[src/rtl/updn_timer_pkg.sv]
package updn_timer_pkg;

  typedef enum logic [1:0] {
    MODE_TIMER = 2'd0,
    MODE_GATED = 2'd1,
    MODE_COUNT = 2'd2,
    MODE_QUAD  = 2'd3
  } tmrMode_e;

  typedef struct packed {
    logic step;
    logic down;
  } tmrStrobe_t;

endpackage

[src/rtl/updn_timer_ctrl.sv]
module updn_timer_ctrl
  import updn_timer_pkg::*;
#(
  parameter int PRE_W       = 3,
  parameter int SYNC_STAGES = 2,
  parameter int GRID        = 4
) (
  input  logic             clk,
  input  logic             rstN,
  input  logic [1:0]       cfgMode,
  input  logic [PRE_W-1:0] cfgPrescale,
  input  logic [1:0]       cfgEdge,
  input  logic             cfgGateLow,
  input  logic             cfgDirPin,
  input  logic             cfgDown,
  input  logic             runEn,
  input  logic             extClkGate,
  input  logic             extUpDn,
  output tmrStrobe_t       strobe
);

  localparam int GRID_W    = $clog2(GRID);
  localparam int PRE_CNT_W = (2 ** PRE_W) - 1;
  localparam logic [GRID_W-1:0] LAST_PHASE = GRID_W'(GRID - 1);

  // two-stage resynchronisers, one chain per input
  logic [SYNC_STAGES-1:0] chainA;
  logic [SYNC_STAGES-1:0] chainB;

  generate
    if (SYNC_STAGES == 1) begin : g_sync_one
      always_ff @(posedge clk or negedge rstN) begin
        if (!rstN) begin
          chainA <= '0;
          chainB <= '0;
        end else begin
          chainA <= extClkGate;
          chainB <= extUpDn;
        end
      end
    end else begin : g_sync_many
      always_ff @(posedge clk or negedge rstN) begin
        if (!rstN) begin
          chainA <= '0;
          chainB <= '0;
        end else begin
          chainA <= {chainA[SYNC_STAGES-2:0], extClkGate};
          chainB <= {chainB[SYNC_STAGES-2:0], extUpDn};
        end
      end
    end
  endgenerate

  logic syncA;
  logic syncB;
  assign syncA = chainA[SYNC_STAGES-1];
  assign syncB = chainB[SYNC_STAGES-1];

  // sampling grid
  logic [GRID_W-1:0] phase;
  logic              gridTick;
  assign gridTick = (phase == LAST_PHASE);

  always_ff @(posedge clk or negedge rstN) begin
    if (!rstN) phase <= '0;
    else       phase <= phase + GRID_W'(1);
  end

  // previous samples for edge detection
  logic prevA;
  logic prevB;
  always_ff @(posedge clk or negedge rstN) begin
    if (!rstN) begin
      prevA <= 1'b0;
      prevB <= 1'b0;
    end else if (gridTick) begin
      prevA <= syncA;
      prevB <= syncB;
    end
  end

  // prescaler counts grid points
  logic [PRE_CNT_W-1:0] preCnt;
  logic [PRE_CNT_W-1:0] preMask;
  logic                 preHit;

  always_ff @(posedge clk or negedge rstN) begin
    if (!rstN)         preCnt <= '0;
    else if (gridTick) preCnt <= preCnt + PRE_CNT_W'(1);
  end

  always_comb begin
    for (int i = 0; i < PRE_CNT_W; i++) begin
      preMask[i] = (PRE_W'(i) < cfgPrescale);
    end
  end

  assign preHit = ((preCnt & preMask) == preMask);

  // event decode
  logic riseA;
  logic fallA;
  logic chgA;
  logic chgB;
  logic gateOpen;
  logic swDown;

  assign riseA    = syncA & ~prevA;
  assign fallA    = ~syncA & prevA;
  assign chgA     = syncA ^ prevA;
  assign chgB     = syncB ^ prevB;
  assign gateOpen = syncA ^ cfgGateLow;
  assign swDown   = cfgDirPin ? syncB : cfgDown;

  tmrMode_e modeSel;
  assign modeSel = tmrMode_e'(cfgMode);

  always_comb begin
    strobe.step = 1'b0;
    strobe.down = swDown;
    unique case (modeSel)
      MODE_TIMER: strobe.step = preHit;
      MODE_GATED: strobe.step = preHit & gateOpen;
      MODE_COUNT: strobe.step = (riseA & cfgEdge[0]) | (fallA & cfgEdge[1]);
      MODE_QUAD: begin
        if (chgA && !chgB) begin
          strobe.step = cfgEdge[0];
          strobe.down = (syncA == syncB);
        end else if (chgB && !chgA) begin
          strobe.step = cfgEdge[1];
          strobe.down = (syncA != syncB);
        end
      end
      default: strobe.step = 1'b0;
    endcase
    strobe.step = strobe.step & gridTick & runEn;
  end

endmodule

[src/rtl/updn_timer_dp.sv]
module updn_timer_dp
  import updn_timer_pkg::*;
#(
  parameter int CNT_W = 16
) (
  input  logic             clk,
  input  logic             rstN,
  input  tmrStrobe_t       strobe,
  input  logic             loadEn,
  input  logic [CNT_W-1:0] loadVal,
  output logic [CNT_W-1:0] countVal,
  output logic             ovfPulse,
  output logic             unfPulse
);

  localparam logic [CNT_W-1:0] ONE  = CNT_W'(1);
  localparam logic [CNT_W-1:0] TOP  = '1;
  localparam logic [CNT_W-1:0] ZERO = '0;

  logic [CNT_W-1:0] nextVal;
  logic             wrapUp;
  logic             wrapDown;

  always_comb begin
    nextVal  = countVal;
    wrapUp   = 1'b0;
    wrapDown = 1'b0;
    if (loadEn) begin
      nextVal = loadVal;
    end else if (strobe.step) begin
      if (strobe.down) begin
        nextVal  = countVal - ONE;
        wrapDown = (countVal == ZERO);
      end else begin
        nextVal  = countVal + ONE;
        wrapUp   = (countVal == TOP);
      end
    end
  end

  always_ff @(posedge clk or negedge rstN) begin
    if (!rstN) begin
      countVal <= '0;
      ovfPulse <= 1'b0;
      unfPulse <= 1'b0;
    end else begin
      countVal <= nextVal;
      ovfPulse <= wrapUp;
      unfPulse <= wrapDown;
    end
  end

endmodule

[src/rtl/updn_timer_chan.sv]
module updn_timer_chan
  import updn_timer_pkg::*;
#(
  parameter int CNT_W       = 16,
  parameter int PRE_W       = 3,
  parameter int SYNC_STAGES = 2,
  parameter int GRID        = 4
) (
  input  logic             clk,
  input  logic             rstN,
  input  logic [1:0]       cfgMode,
  input  logic [PRE_W-1:0] cfgPrescale,
  input  logic [1:0]       cfgEdge,
  input  logic             cfgGateLow,
  input  logic             cfgDirPin,
  input  logic             cfgDown,
  input  logic             runEn,
  input  logic             loadEn,
  input  logic [CNT_W-1:0] loadVal,
  input  logic             extClkGate,
  input  logic             extUpDn,
  output logic [CNT_W-1:0] countVal,
  output logic             ovfPulse,
  output logic             unfPulse
);

  tmrStrobe_t strobe;

  updn_timer_ctrl #(
    .PRE_W      (PRE_W),
    .SYNC_STAGES(SYNC_STAGES),
    .GRID       (GRID)
  ) u_ctrl (
    .clk        (clk),
    .rstN       (rstN),
    .cfgMode    (cfgMode),
    .cfgPrescale(cfgPrescale),
    .cfgEdge    (cfgEdge),
    .cfgGateLow (cfgGateLow),
    .cfgDirPin  (cfgDirPin),
    .cfgDown    (cfgDown),
    .runEn      (runEn),
    .extClkGate (extClkGate),
    .extUpDn    (extUpDn),
    .strobe     (strobe)
  );

  updn_timer_dp #(
    .CNT_W(CNT_W)
  ) u_dp (
    .clk     (clk),
    .rstN    (rstN),
    .strobe  (strobe),
    .loadEn  (loadEn),
    .loadVal (loadVal),
    .countVal(countVal),
    .ovfPulse(ovfPulse),
    .unfPulse(unfPulse)
  );

endmodule

[config.mk]
export PLATFORM = sky130hd
export DESIGN_NAME = updn_timer_chan
export DESIGN_NICKNAME = d
export VERILOG_FILES = /design/src/rtl/updn_timer_pkg.sv /design/src/rtl/updn_timer_ctrl.sv /design/src/rtl/updn_timer_dp.sv /design/src/rtl/updn_timer_chan.sv
export SDC_FILE = /design/constraint.sdc
export NUM_CORES = 1
export LEC_CHECK = 0
export CORE_MARGIN = 3
export CORE_UTILIZATION = 35
export CTS_BUF_LIST = sky130_fd_sc_hd__clkbuf_16
export CTS_CLUSTER_SIZE = 12
export DETAILED_ROUTE_END_ITERATION = 16
export PLACE_DENSITY = 0.66
export SETUP_SLACK_MARGIN = 0.4
export SYNTH_ARGS = -nofsm -noshare
export SYNTH_HDL_FRONTEND = slang
export SYNTH_SLANG_ARGS = --single-unit
[constraint.sdc]
create_clock -name clk -period 4.2 [get_ports clk]
set_input_delay 0.84 -clock clk [delete_from_list [all_inputs] [get_ports clk]]
set_output_delay 0.84 -clock clk [all_outputs]
set_load 0.01 [all_outputs]
==> results of run 1 <==
-- placed cells by master, fill, tap and decap left out, types with 4 or more instances in the layout --
master	instances
sky130_fd_sc_hd__clkdlybuf4s50_1	48
sky130_fd_sc_hd__dfrtp_1	33
sky130_fd_sc_hd__nor2_1	23
sky130_fd_sc_hd__a21oi_1	23
sky130_fd_sc_hd__nand2_1	20
sky130_fd_sc_hd__ha_1	20
sky130_fd_sc_hd__inv_1	15
sky130_fd_sc_hd__o21ai_0	11
sky130_fd_sc_hd__xor2_1	9
sky130_fd_sc_hd__xnor2_1	9
sky130_fd_sc_hd__nand4_1	9
sky130_fd_sc_hd__and3_1	6
sky130_fd_sc_hd__nand3_1	6
sky130_fd_sc_hd__nor4_1	6
sky130_fd_sc_hd__a21o_1	6
sky130_fd_sc_hd__o211ai_1	5
sky130_fd_sc_hd__clkbuf_16	5
sky130_fd_sc_hd__buf_4	5
sky130_fd_sc_hd__a21oi_2	4
sky130_fd_sc_hd__nand2b_1	4
sky130_fd_sc_hd__nor3_1	4
sky130_fd_sc_hd__a211oi_1	4
sky130_fd_sc_hd__a31oi_1	4
-- layer usage --
layer  global-route usage  part of all wire  wire [µm]
met5                    0                 0          0
met4               0.0357            0.0039         23
met3               0.0391             0.049        287
met2                0.277              0.48       2840
met1                0.192              0.46       2740
-- report_power, final --
part	switching (mW)	internal (mW)	total [mW]
clock network	0.134	0.215	0.349
logic	0.205	0.188	0.393
registers	0.0314	0.338	0.369
total	0.370	0.741	1.11
-- through the flow --
step	hold WS, ns	util	instance area (µm²)	setup WS (ns)
2_1_floorplan	0.331	-	2370	0.520
3_3_place_gp	0.332	0.457	2950	0.226
3_5_place_dp	0.340	0.457	2950	0.0515
4_1_cts	0.351	0.478	3090	0.419
5_1_grt	0.361	0.482	3120	0.351
6_report	0.348	0.482	3120	0.524
-- path summary, 6_finish.rpt --
check	start	endpoint	slack (ns)	cells after the start
min in group asynchronous	rstN	u_ctrl.preCnt[6]$_DFFE_PN0N_	0.98	2
max in group asynchronous	rstN	u_dp.countVal[9]$_DFFE_PN0P_	2.92	2
setup reg to reg	u_ctrl.chainA[1]$_DFF_PN0_	u_dp.countVal[14]$_DFFE_PN0P_	0.57	13
setup / recovery	cfgMode[1]	u_dp.countVal[14]$_DFFE_PN0P_	0.52	14
hold / removal	u_ctrl.chainB[0]$_DFF_PN0_	u_ctrl.chainB[1]$_DFF_PN0_	0.35	0
hold reg to reg	u_ctrl.chainB[0]$_DFF_PN0_	u_ctrl.chainB[1]$_DFF_PN0_	0.35	0
-- sequential cells by signal, indices dropped and copies added (netlist names) --
name	count
u_dp.countVal	16
u_ctrl.prevA	1
u_ctrl.prevB	1
u_ctrl.chainB	2
u_ctrl.preCnt	7
u_dp.unfPulse	1
u_ctrl.phase	2
u_dp.ovfPulse	1
u_ctrl.chainA	2
-- final cells by class --
cell class                 count  area, µm²  area share
timing repair buffer          54        531       0.170
multi-input combinational    210       1470       0.472
inverter                      14       52.6      0.0169
clock inverter                 3       13.8     0.00442
tap                           77       96.3      0.0309
clock buffer                   5        125      0.0402
sequential                    33        826       0.265
-- cells in the mapped netlist, types with 5 or more instances --
library cell / instances / share of area
sky130_fd_sc_hd__ha_1: 20 / 0.11
sky130_fd_sc_hd__clkbuf_1: 5 / 0.0079
sky130_fd_sc_hd__nand3_1: 6 / 0.013
sky130_fd_sc_hd__o211ai_1: 5 / 0.016
sky130_fd_sc_hd__o21ai_0: 13 / 0.027
sky130_fd_sc_hd__inv_1: 14 / 0.022
sky130_fd_sc_hd__a21o_1: 6 / 0.019
sky130_fd_sc_hd__and3_1: 6 / 0.016
sky130_fd_sc_hd__a21oi_1: 25 / 0.053
sky130_fd_sc_hd__nand2_1: 20 / 0.032
sky130_fd_sc_hd__a211oi_1: 5 / 0.016
sky130_fd_sc_hd__nor4_1: 6 / 0.016
sky130_fd_sc_hd__nor2_1: 23 / 0.036
sky130_fd_sc_hd__xor2_1: 9 / 0.033
sky130_fd_sc_hd__dfrtp_1: 33 / 0.35
sky130_fd_sc_hd__xnor2_1: 9 / 0.033
sky130_fd_sc_hd__nand4_1: 9 / 0.024
-- cell families after synthesis --
| kind of cell | after synthesis | share of synthesized area |
|---|---|---|
| compound gates | 78 | 0.224 |
| xor+xnor | 18 | 0.0664 |
| fa+ha+maj | 21 | 0.114 |
| buf+inv | 22 | 0.0390 |
| flops | 33 | 0.348 |
| mux | 7 | 0.0311 |
| simple gates | 86 | 0.178 |
-- critical path, delay by kind of cell --
family | cells | cell delay, ns
AOI/OAI and AO/OA | 5 | 1.03
adders and majority gates | 1 | 0.42
buffers and inverters | 2 | 0.63
muxes | 2 | 0.48
and+or+nand+nor | 4 | 0.43
-- what timing repair did --
action	CTS	global route
hold endpoints to repair	0	0
resized for setup	1	7
setup buffers	0	1
setup endpoints to repair	1	7
pin swaps	0	3
gates cloned	0	0
==> flow_summary.json, run 1 <==
{
  "ys.warnings.count": 0,
  "cts_buffers": 5,
  "skew_ns": 0.00411,
  "first_global_vias": 2108,
  "min-delay-path-class": "register to register",
  "synth_fp_nets": 318,
  "die_height_um": 88.4,
  "cp_slowest_stage_delay_ns": 0.49,
  "total_power_mw": 1.11,
  "outcome": "complete, no violations",
  "grt_antenna_before_repair": 0,
  "post_synth_inst_count": 265,
  "nets": 371,
  "largest_net_degree_at_the_start_of_global_routing": 35,
  "syn-cell-area_um2": 2370,
  "final-setup-viol-count": 0,
  "core_um2": 6460,
  "gpl.final_weighted_congestion": 0.872,
  "rsz_0062_raised_after_global_routing": "yes",
  "synth_seq_cells": 33,
  "p_leak_nw": 1.36,
  "top_level_ports": 50,
  "post-dp-hpwl_um": 4320,
  "crit_path_frequent_cell": "sky130_fd_sc_hd__a21oi_2",
  "postSynth.topFlopCell": "sky130_fd_sc_hd__dfrtp_1",
  "worst_ep_arrival_time_ns": 3.83,
  "floorplan.initialDensity": 0.367,
  "clock-sinks": 33,
  "avgViaCountPerCell": 5.46,
  "cts_clock_pin_slew_for_the_worst_setup_and_hold_paths_ns": 0.06,
  "final_cell_count_without_fillers": 396,
  "clk_latency_ns": 0.27,
  "path_max_fanout": 5,
  "placed_cells": 387,
  "num_vias": 2162,
  "filler_cells_inserted": 629,
  "postRouteAntennaNets": 0,
  "route.detailed.wl_per_inst_um": 14.9,
  "worstSetupStartpointType": "primary input",
  "timing.critical_path.to_type": "register",
  "hold_viol": 0,
  "grt.overflow.total": 0,
  "grt_pass1_wl_um": 9720,
  "port-buffer-count": 49,
  "drcViolationCount": 0,
  "syn-mean-instance-area_um2": 8.96,
  "fp_rows": 29,
  "timing.critical_path.slowest_stage_cell": "sky130_fd_sc_hd__clkdlybuf4s50_1",
  "first_iter_violations": 102,
  "timing_worst_setup_path_type": "primary input to register",
  "postCtsHoldBufs": 0,
  "max_freq_mhz": 272,
  "maximum_resistive_drop_on_vdd_v": 0.000168,
  "proportion_of_synthesized_flip_flops_having_asynchronous_set_or_reset": 1.00,
  "first_pass_iters": 4,
  "tritoncts": "built",
  "synth-seq-area-share": 0.348,
  "setup_tns_ns": 0,
  "min_period_ns": 3.68,
  "number_of_slew_limit_violations_in_the_final_report": 0,
  "ys_types": 45,
  "timing.final.crit_share": 0.875,
  "synthToLayoutAreaGrowth_pct": 31.3,
  "dieArea_um2": 7810,
  "clock_root_buffer": "sky130_fd_sc_hd__clkbuf_16",
  "power.density_cell_area_nw_per_um2": 357,
  "crit_required_ns": 4.36,
  "drv_cap": 0,
  "detail_route.wirelength_um": 5890,
  "slew-limit-headroom": 0.567,
  "clock_tree.buffer_depth": 2,
  "dieWidth_um": 88.4,
  "synth-edff-count": 0,
  "tightestPinTransition_ns": 0.647,
  "diodes": 0,
  "gr-usage-all-layers": 0.157,
  "drive_above_1_share": 0.0784,
  "cts-htree-levels": 2,
  "crit_chain": "clkdlybuf4s50_1, nand2_1, nor2_1, mux2_2, a21oi_2, inv_1, fa_1, nand2b_1, a21oi_2, o211ai_1, a21o_1, a31oi_1, mux2i_1, nand3_1"
}
Note: power is estimated with default switching activity, not from simulation.
==> run 2: changes to the inputs <==
--- a/config.mk
+++ b/config.mk
@@ -8,6 +8,7 @@
 export CORE_MARGIN = 3
 export CORE_UTILIZATION = 35
 export CTS_BUF_LIST = sky130_fd_sc_hd__clkbuf_16
+export CTS_CLUSTER_DIAMETER = 150
 export CTS_CLUSTER_SIZE = 12
 export DETAILED_ROUTE_END_ITERATION = 16
 export PLACE_DENSITY = 0.66
==> results of run 2 <==
Same layout as run 1: the final DEF is identical, and so are final timing and power.
==> run 3: changes to the inputs <==
--- a/config.mk
+++ b/config.mk
@@ -11,7 +11,7 @@
 export CTS_CLUSTER_DIAMETER = 150
 export CTS_CLUSTER_SIZE = 12
 export DETAILED_ROUTE_END_ITERATION = 16
-export PLACE_DENSITY = 0.66
+export PLACE_DENSITY = 0.69
 export SETUP_SLACK_MARGIN = 0.4
 export SYNTH_ARGS = -nofsm -noshare
 export SYNTH_HDL_FRONTEND = slang
==> constraint.sdc (replaced) <==
create_clock -name clk -period 3.3 [get_ports clk]
set_input_delay 0.66 -clock clk [delete_from_list [all_inputs] [get_ports clk]]
set_output_delay 0.66 -clock clk [all_outputs]
set_load 0.01 [all_outputs]
==> run 3 against run 2 <==
The flow now finishes with violations (setup timing). Total power is 69% higher. Global-route usage is 4.2 points higher. Combinational power is 120% higher. Wire length is 31% higher.
==> flow_summary.json, run 3 (synthesis results as in run 1) <==
{
  "outcome": "finished, violations left",
  "failing_checks": "setup timing",
  "largest_net_degree_at_the_start_of_global_routing": 24,
  "tightestPinTransition_ns": 0.803,
  "die_height_um": 88.4,
  "dieArea_um2": 7810,
  "final-setup-viol-count": 7,
  "cts_clock_pin_slew_for_the_worst_setup_and_hold_paths_ns": 0.05,
  "num_vias": 2508,
  "mostFrequentLayoutCells": "46 x sky130_fd_sc_hd__clkdlybuf4s50_1, 46 x sky130_fd_sc_hd__buf_4, 32 x sky130_fd_sc_hd__dfrtp_1, 20 x sky130_fd_sc_hd__nor2_1, 18 x sky130_fd_sc_hd__nand2_1",
  "top_level_ports": 50,
  "postLayoutSetupSlackWorst_ns": -0.0610,
  "p_switching_mw": 0.625,
  "fin_worst_hold_slack_ns": 0.346,
  "diodes": 0,
  "slew-limit-headroom": 0.463,
  "clock_root_buffer": "sky130_fd_sc_hd__clkbuf_16",
  "port-buffer-count": 49,
  "timing.final.crit_share": 1.02,
  "maximum_resistive_drop_on_vdd_v": 0.000281,
  "hold_viol": 0,
  "min_period_ns": 3.36,
  "skew_ns": 0.00516,
  "gr-usage-all-layers": 0.198,
  "combPwrFrac": 0.470,
  "first_global_vias": 2588,
  "largest_reg_flops": 16,
  "power.internal_mw": 1.25,
  "fp_rows": 29,
  "sw_frac_of_total": 0.333,
  "floorplan.initialDensity": 0.367,
  "p_leak_nw": 1.69,
  "registers.top_by_ff_count": "u_dp.countVal",
  "part_of_the_total_power_dissipated_in_the_clock_network": 0.276,
  "gpl.final_weighted_congestion": 0.911,
  "nets": 426,
  "rsz_0062_raised_after_global_routing": "yes",
  "share_seq_of_total_power": 0.255,
  "synthToLayoutAreaGrowth_pct": 64.5,
  "filler_cells_inserted": 538,
  "worstSetupStartpointType": "register",
  "timing.critical_path.to_type": "register",
  "tritoncts": "built",
  "cts_buffers": 5,
  "core_um2": 6460,
  "timing_worst_setup_path_type": "register to register",
  "util_after_layout": 0.605,
  "drive_above_1_share": 0.310,
  "power.density_cell_area_nw_per_um2": 481,
  "drv_cap": 0,
  "dieWidth_um": 88.4,
  "top_regs": "u_dp.countVal x16, u_ctrl.preCnt x7",
  "grt_antenna_before_repair": 0,
  "number_of_slew_limit_violations_in_the_final_report": 0,
  "grt.overflow.total": 0,
  "post-dp-hpwl_um": 4920,
  "cts-htree-levels": 2,
  "min-delay-path-class": "register to register",
  "worst_ep_arrival_time_ns": 3.53,
  "path_max_fanout": 5,
  "drcViolationCount": 0,
  "first_iter_violations": 113,
  "postRouteAntennaNets": 0,
  "clock_tree.buffer_depth": 2,
  "route.detailed.wl_per_inst_um": 17.1,
  "first_pass_iters": 4,
  "avgViaCountPerCell": 5.56,
  "grt_pass1_wl_um": 12000,
  "max_freq_mhz": 298,
  "detail_route.wirelength_um": 7710,
  "clk_latency_ns": 0.28,
  "crit_required_ns": 3.47,
  "clock-sinks": 33
}
[run 3: final timing paths]
kind	from	to	slack, ns	depth (start not counted)
max in group asynchronous	rstN	u_dp.countVal[2]$_DFFE_PN0P_	1.77	2
worst min-delay path	u_ctrl.chainB[0]$_DFF_PN0_	u_ctrl.chainB[1]$_DFF_PN0_	0.35	0
worst min register to register	u_ctrl.chainB[0]$_DFF_PN0_	u_ctrl.chainB[1]$_DFF_PN0_	0.35	0
worst max register to register	u_ctrl.chainA[1]$_DFF_PN0_	u_dp.countVal[11]$_DFFE_PN0P_	-0.06	16
min in group asynchronous	rstN	u_ctrl.preCnt[6]$_DFFE_PN0N_	0.85	1
worst max-delay path	u_ctrl.chainA[1]$_DFF_PN0_	u_dp.countVal[11]$_DFFE_PN0P_	-0.06	16
[run 3: power by group through the flow]
stage	logic, mW	registers (mW)	clock network, mW
6_report	0.881	0.478	0.517
5_1_grt	0.950	0.482	0.544
4_1_cts	0.739	0.474	0.527
3_5_place_dp	0.616	0.477	0
3_3_place_gp	0.607	0.476	0
2_1_floorplan	0.332	0.476	0
[run 3: stage by stage]
| stage | setup TNS, ns | setup slack, ns | area [µm²] | total power, mW | cells |
|---|---|---|---|---|---|
| 2_1_floorplan | 0 | 0.0358 | 2440 | 0.809 | 265 |
| 3_3_place_gp | -2.69 | -0.455 | 3280 | 1.08 | 422 |
| 3_5_place_dp | -3.56 | -0.495 | 3280 | 1.09 | 422 |
| 4_1_cts | 0 | 0.0349 | 3720 | 1.74 | 445 |
| 5_1_grt | -1.77 | -0.214 | 3910 | 1.98 | 451 |
| 6_report | -0.205 | -0.0610 | 3910 | 1.88 | 451 |
[run 3: final cells by class]
cell class / instances / area (µm²) / share of cell area
flip-flops and latches: 33 / 827 / 0.212
multi-input cells: 210 / 1780 / 0.455
clock buffers: 5 / 125 / 0.0320
clock inverters: 3 / 37.5 / 0.00961
well taps: 77 / 96.3 / 0.0247
inverters: 14 / 52.6 / 0.0135
repair buffers: 109 / 990 / 0.253
[run 3: worst max-delay path, cell delays in order (launching register included)]
cell and delay, ns:
sky130_fd_sc_hd__dfrtp_2 0.42, sky130_fd_sc_hd__ha_4 0.30, sky130_fd_sc_hd__xor2_4 0.17, sky130_fd_sc_hd__buf_4 0.13, sky130_fd_sc_hd__mux2_4 0.30, sky130_fd_sc_hd__a21oi_4 0.26
sky130_fd_sc_hd__buf_6 0.15, sky130_fd_sc_hd__buf_4 0.10, sky130_fd_sc_hd__ha_1 0.24, sky130_fd_sc_hd__o21a_4 0.15, sky130_fd_sc_hd__o21ai_4 0.18, sky130_fd_sc_hd__a211oi_2 0.07
sky130_fd_sc_hd__buf_4 0.15, sky130_fd_sc_hd__o31ai_4 0.27, sky130_fd_sc_hd__a21o_1 0.16, sky130_fd_sc_hd__a21oi_2 0.05, sky130_fd_sc_hd__o22a_1 0.15
[run 3: metal layers]
layer	up-vias	track usage	part of all wire
met3	23	0.0484	0.043
met4	0	0.0742	0.032
met2	73	0.362	0.52
li1	1185	-	-
met1	1227	0.222	0.40
met5	-	0	0
[run 3: what timing repair did]
action / CTS / global route
setup buffers: 15 / 6
pin swaps: 27 / 24
gates resized for setup: 36 / 28
setup endpoints to repair: 13 / 13
hold buffers: 0 / 0
